**config.mk**
```make
export PLATFORM = sky130hd
export DESIGN_NAME = tsis_sequencer
export DESIGN_NICKNAME = d
export VERILOG_FILES = /design/src/rtl/tsis_pkg.sv /design/src/rtl/tsis_last_idx.sv /design/src/rtl/tsis_slot_timer.sv /design/src/rtl/tsis_integ_seq.sv /design/src/rtl/tsis_sequencer.sv
export SDC_FILE = /design/constraint.sdc
export NUM_CORES = 1
export LEC_CHECK = 0
export ABC_AREA = 1
export BUFFER_PORTS_ARGS = -buffer_cell sky130_fd_sc_hd__buf_2
export CAP_MARGIN = 20
export CORE_UTILIZATION = 30
export CTS_CLUSTER_DIAMETER = 120
export CTS_CLUSTER_SIZE = 24
export DETAILED_ROUTE_END_ITERATION = 12
export SLEW_MARGIN = 0
export SYNTH_ARGS = -nofsm -noshare
export SYNTH_HDL_FRONTEND = slang
export SYNTH_SLANG_ARGS = --single-unit
```
**constraint.sdc**
```tcl
create_clock -name clk -period 5.6 [get_ports clk]
set_input_delay 0.84 -clock clk [delete_from_list [all_inputs] [get_ports clk]]
set_output_delay 0.84 -clock clk [all_outputs]
set_load 0.02 [all_outputs]
```
**src/rtl/tsis_pkg.sv**
```systemverilog
package tsis_pkg;
    typedef enum logic [1:0] {
        PH_IDLE  = 2'd0,
        PH_DELAY = 2'd1,
        PH_INTEG = 2'd2
    } phase_e;
endpackage

```
**src/rtl/tsis_last_idx.sv**
```systemverilog
module tsis_last_idx #(
    parameter int W = 16
) (
    input  logic [W-1:0] val,
    output logic [W-1:0] last
);
    // A programmed zero behaves as one: last index 0.
    always_comb begin
        if (val == '0) last = '0;
        else           last = val - W'(1);
    end
endmodule

```
**src/rtl/tsis_slot_timer.sv**
```systemverilog
module tsis_slot_timer #(
    parameter int CNT_W = 16
) (
    input  logic             clk,
    input  logic             rst_n,
    input  logic             sync_en,
    input  logic             sync_in,
    input  logic [CNT_W-1:0] slot_last,
    output logic             slot_start,
    output logic             slot_wrap
);
    typedef struct packed {
        logic [CNT_W-1:0] pos;
    } tmr_t;

    tmr_t st_d, st_q;
    logic sync_take;

    always_comb begin
        st_d      = st_q;
        sync_take = sync_en && sync_in;
        slot_wrap = sync_take || (st_q.pos >= slot_last);
        if (slot_wrap) st_d.pos = '0;
        else           st_d.pos = st_q.pos + CNT_W'(1);
    end

    always_ff @(posedge clk or negedge rst_n) begin
        if (!rst_n) st_q <= '0;
        else        st_q <= st_d;
    end

    assign slot_start = (st_q.pos == '0);

    // a wrap always lands on position 0
    p_wrap_to_start_r1: assert property (@(posedge clk) disable iff (!rst_n)
        slot_wrap |=> slot_start);

    // position never passes the last index while the period is steady
    p_pos_bound_r1: assert property (@(posedge clk) disable iff (!rst_n)
        $stable(slot_last) |-> (st_q.pos <= slot_last));

    // an accepted sync realigns the slot
    p_sync_realign_r2: assert property (@(posedge clk) disable iff (!rst_n)
        (sync_en && sync_in) |=> slot_start);
endmodule

```
**src/rtl/tsis_integ_seq.sv**
```systemverilog
module tsis_integ_seq
    import tsis_pkg::*;
#(
    parameter int CNT_W = 16,
    parameter int NUM_W = 8
) (
    input  logic             clk,
    input  logic             rst_n,
    input  logic             slot_wrap,
    input  logic [CNT_W-1:0] dly_last,
    input  logic [CNT_W-1:0] len_last,
    input  logic [NUM_W-1:0] num_last,
    output logic             integ_active,
    output logic             integ_start,
    output logic             integ_done
);
    typedef struct packed {
        phase_e           ph;
        logic [CNT_W-1:0] dly;
        logic [CNT_W-1:0] len;
        logic [NUM_W-1:0] num;
    } seq_t;

    localparam seq_t SEQ_RST = '{ph: PH_DELAY, dly: '0, len: '0, num: '0};

    seq_t st_d, st_q;
    logic len_end, num_end;

    always_comb begin
        st_d    = st_q;
        len_end = (st_q.len >= len_last);
        num_end = (st_q.num >= num_last);
        if (slot_wrap) begin
            st_d = SEQ_RST;
        end else begin
            unique case (st_q.ph)
                PH_DELAY: begin
                    if (st_q.dly >= dly_last) begin
                        st_d.ph  = PH_INTEG;
                        st_d.len = '0;
                        st_d.num = '0;
                    end else begin
                        st_d.dly = st_q.dly + CNT_W'(1);
                    end
                end
                PH_INTEG: begin
                    if (len_end) begin
                        st_d.len = '0;
                        if (num_end) st_d.ph  = PH_IDLE;
                        else         st_d.num = st_q.num + NUM_W'(1);
                    end else begin
                        st_d.len = st_q.len + CNT_W'(1);
                    end
                end
                default: st_d = st_q;
            endcase
        end
    end

    always_ff @(posedge clk or negedge rst_n) begin
        if (!rst_n) st_q <= SEQ_RST;
        else        st_q <= st_d;
    end

    always_comb begin
        integ_active = (st_q.ph == PH_INTEG);
        integ_start  = integ_active && (st_q.len == '0);
        integ_done   = integ_active && len_end;
    end

    // end of the offset hands over to a window start
    p_delay_to_start_r3: assert property (@(posedge clk) disable iff (!rst_n)
        (st_q.ph == PH_DELAY && st_q.dly >= dly_last && !slot_wrap) |=> integ_start);

    // done is a single pulse when windows are longer than one cycle
    p_done_single_r4: assert property (@(posedge clk) disable iff (!rst_n)
        (integ_done && len_last != '0) |=> (!integ_done || len_last == '0));

    // the next window follows immediately
    p_back_to_back_r5: assert property (@(posedge clk) disable iff (!rst_n)
        (integ_done && st_q.num < num_last && !slot_wrap) |=> integ_start);

    // silence after the last window
    p_idle_after_last_r6: assert property (@(posedge clk) disable iff (!rst_n)
        (integ_done && st_q.num >= num_last && !slot_wrap) |=> !integ_active);

    // a slot boundary or sync restarts the offset with the window closed
    p_wrap_restart_r7: assert property (@(posedge clk) disable iff (!rst_n)
        slot_wrap |=> (!integ_active && st_q.ph == PH_DELAY && st_q.dly == '0));
endmodule

```
**src/rtl/tsis_sequencer.sv**
```systemverilog
module tsis_sequencer #(
    parameter int CNT_W = 16,
    parameter int NUM_W = 8
) (
    input  logic             clk,
    input  logic             rst_n,
    input  logic             sync_en,
    input  logic             sync_in,
    input  logic [CNT_W-1:0] slot_len,
    input  logic [CNT_W-1:0] start_dly,
    input  logic [CNT_W-1:0] integ_len,
    input  logic [NUM_W-1:0] integ_count,
    output logic             slot_start,
    output logic             integ_active,
    output logic             integ_start,
    output logic             integ_done
);
    logic [CNT_W-1:0] slot_last, dly_last, len_last;
    logic [NUM_W-1:0] num_last;
    logic             slot_wrap;

    tsis_last_idx #(.W(CNT_W)) u_slot_idx (.val(slot_len),    .last(slot_last));
    tsis_last_idx #(.W(CNT_W)) u_dly_idx  (.val(start_dly),   .last(dly_last));
    tsis_last_idx #(.W(CNT_W)) u_len_idx  (.val(integ_len),   .last(len_last));
    tsis_last_idx #(.W(NUM_W)) u_num_idx  (.val(integ_count), .last(num_last));

    tsis_slot_timer #(.CNT_W(CNT_W)) u_timer (
        .clk        (clk),
        .rst_n      (rst_n),
        .sync_en    (sync_en),
        .sync_in    (sync_in),
        .slot_last  (slot_last),
        .slot_start (slot_start),
        .slot_wrap  (slot_wrap)
    );

    tsis_integ_seq #(.CNT_W(CNT_W), .NUM_W(NUM_W)) u_seq (
        .clk          (clk),
        .rst_n        (rst_n),
        .slot_wrap    (slot_wrap),
        .dly_last     (dly_last),
        .len_last     (len_last),
        .num_last     (num_last),
        .integ_active (integ_active),
        .integ_start  (integ_start),
        .integ_done   (integ_done)
    );

    // a window never stays open across a slot start
    p_slot_clears_window_r8: assert property (@(posedge clk) disable iff (!rst_n)
        slot_start |-> !integ_active);
endmodule

```
==> summary.txt <==
Clock tree
  – CTS tree: yes
  – Clk sinks: 58
  – CTS root buffer: clkbuf_16
  – Clock transition at path regs: 0.05 ns
  – Cts repair resizes: 0
  – Max clock buf depth: 2
  – # Post-CTS Setup Buffers: 0
  – Cts hold-fix bufs: 0
  – H-Tree Depth: 3
  – Worst-skew pair later-pin latency: 0.32 ns
  – Num CTS Buffers: 9

Worst setup path
  – Worst-path cell chain: buf_2, inv_1, nand2_1, nor3_1, nand3_1, nor3_1, xor2_1, nand2_1, ha_1, nand2_1, nor4_1, a21oi_1, nor2_1, buf_2
  – Critical Path Start Type: input port
  – Worst EP required: 4.76 ns
  – Crit path largest cell delay: 0.37 ns
  – Critical path fanouts, max: 4
  – CP max stage cell: nor4_1
  – Worst setup EP type: output port
  – Critical path class: input port to output port
  – Crit path DAT: 3.40 ns
  – Top cell by count, worst path: nand2_1

Flow run
  – Max-cap violation count: 0

Timing
  – Post-route clock skew: 0.00812 ns
  – Final setup viols: 0
  – Max-slew violations: 0
  – Tmin final: 4.24 ns
  – Period utilization: 0.758
  – RSZ-0062 raised after global routing: no
  – Setup TNS: 0 ns
  – Max Freq: 236 MHz
  – Final hold viol count: 0
  – Setup WS post-layout: 1.36 ns
  – Relative slew slack: 0.495
  – Least-Margin Pin Slew: 0.758 ns

Floorplanning
  – Core Box Area: 20,200 sq um
  – Boundary Pins: 64
  – Rows: 52
  – Initial Utilization: 0.306
  – Die Ht: 146 microns
  – Die W: 146 microns
  – Die area: 21,200 sq um

Layout
  – # diodes: 0
  – Commonest non-fill, non-tap cells in the layout: 244 x nand2_1, 119 x nor2_1, 112 x inv_1, 86 x nand3_1, 71 x ha_1
  – Final Util: 0.350
  – Final net count: 1,144
  – Commonest non-fill, non-tap cell in the layout: nand2_1
  – Layout cells sized above 1: 0.109
  – Syn-to-layout area delta: 14.1%
  – Design area: 7070 sq um

Synth
  – Synth Register Bits: 58
  – Mapped cell area: 6200 sq um
  – Synth Warn #: 0
  – Syn Area/Cell: 6.53 sq um
  – Sequential area share after synthesis: 0.234
  – Count of cell types in the netlist: 40
  – Syn Nets: 1,080
  – Ys async rst share: 1.00
  – Cells after synthesis: 949
  – EDFF count, synth: 0
  – Ys flop type: dfrtp_1

Worst hold path
  – Min-delay worst type: flip-flop to flip-flop

Place
  – Pre-CTS WS: 1.27 ns
  – DP Wirelength: 11,200 microns
  – Placer congestion estimate: 0.840
  – PortBufs: 63
  – DP Area: 6800 sq um

Detailed routing
  – WL final: 14,200 microns
  – Drt pass-1 iters: 5
  – Initial DRC Count: 337
  – WL per Instance: 11.0 microns
  – Drt via density: 4.72
  – Drt drc: 0
  – Via count: 6,073
  – Antenna-violating nets left: 0

Pwr
  – Leak pwr: 3.59 nW
  – Power Dens Cells: 222 nW/um^2
  – Pwr Total: 1.57 mW
  – Worst VDD drop: 0.183 mV

Global route
  – Vias in the first global route: 5,414
  – Largest net degree at the start of global routing: 59
  – Aggregate global routing overflow: 0
  – Initial antenna violation count: 0
  – First-pass GRT wire length: 24,300 microns
  – Tot GR Track Use: 0.136

Run status
  – Outcome: completed
[worst paths after layout]
check,startpoint,to,slack (ns),cells after the start
max,integ_len[0],integ_done,1.36,14
min,u_seq.st_q[40],u_seq.st_q[40],0.47,2
max reg2reg,u_seq.st_q[31],u_seq.st_q[1],2.93,14
min reg2reg,u_seq.st_q[40],u_seq.st_q[40],0.47,2
max in group asynchronous,rst_n,u_seq.st_q[8],4.42,2
min in group asynchronous,rst_n,u_seq.st_q[7],0.67,2
[routing by layer]
layer	vias up	wire length [microns]	track usage
li1	3265	-	-
met1	2713	7280	0.187
met2	85	6390	0.222
met3	10	380	0.0210
met4	0	130	0.0316
met5	-	0	0
[worst max-delay path, delay by kind of cell]
family,cells,cell delay [ns]
xor gates and xnor gates,1,0.20
AOI/OAI and AO/OA,1,0.19
buffers and inverters,3,0.39
and+or+nand+nor,8,1.48
adders and majority gates,1,0.30
[final cells by class]
| cell class | instances | area [sq um] |
|---|---|---|
| clock buffers | 12 | 256 |
| clock inverters | 3 | 15.0 |
| fillers | 2179 | 13200 |
| inverters | 115 | 432 |
| multi-input cells | 763 | 4240 |
| flip-flops and latches | 58 | 1450 |
| well taps | 270 | 338 |
| repair buffers | 66 | 338 |
[Yosys cell counts (6+ instances only)]
library cell,instances,area share
ha_1,71,0.14
nand3_1,86,0.069
or2_2,16,0.016
dfrtp_1,57,0.23
inv_1,112,0.068
nor3_1,38,0.031
a21oi_1,46,0.037
nand2_1,244,0.15
o31ai_1,7,0.0085
o21ai_0,24,0.019
xor2_1,31,0.044
nand4_1,27,0.027
xnor2_1,6,0.0085
nor4_1,12,0.012
buf_2,6,0.0048
nand3b_1,8,0.0097
nor2_1,119,0.072
[power breakdown]
part           leakage, nW  switching [mW]  internal [mW]
logic                 2.66           0.398          0.175
registers            0.797          0.0386          0.457
clock network        0.138           0.182          0.318
[through the flow]
| step | hold slack [ns] | cells |
|---|---|---|
| final | 0.471 | 1287 |
| after global routing | 0.516 | 1287 |
| after CTS | 0.476 | 1287 |
| after detailed placement | 0.468 | 1272 |
| after global placement | 0.468 | 1272 |
| after floorplan | 0.453 | 949 |
[state kept, by name, summed over array words and instances (netlist names)]
signal        count
u_seq.st_q       42
u_timer.st_q     16
[cells by family after synthesis]
| family | count (synthesis) | synth area share |
|---|---|---|
| buf+inv | 128 | 0.0812 |
| fa+ha+maj | 71 | 0.143 |
| simple gates | 565 | 0.408 |
| compound gates | 90 | 0.0812 |
| xor+xnor | 37 | 0.0523 |
| flops | 58 | 0.234 |
Power figures use the tool's default switching activity.
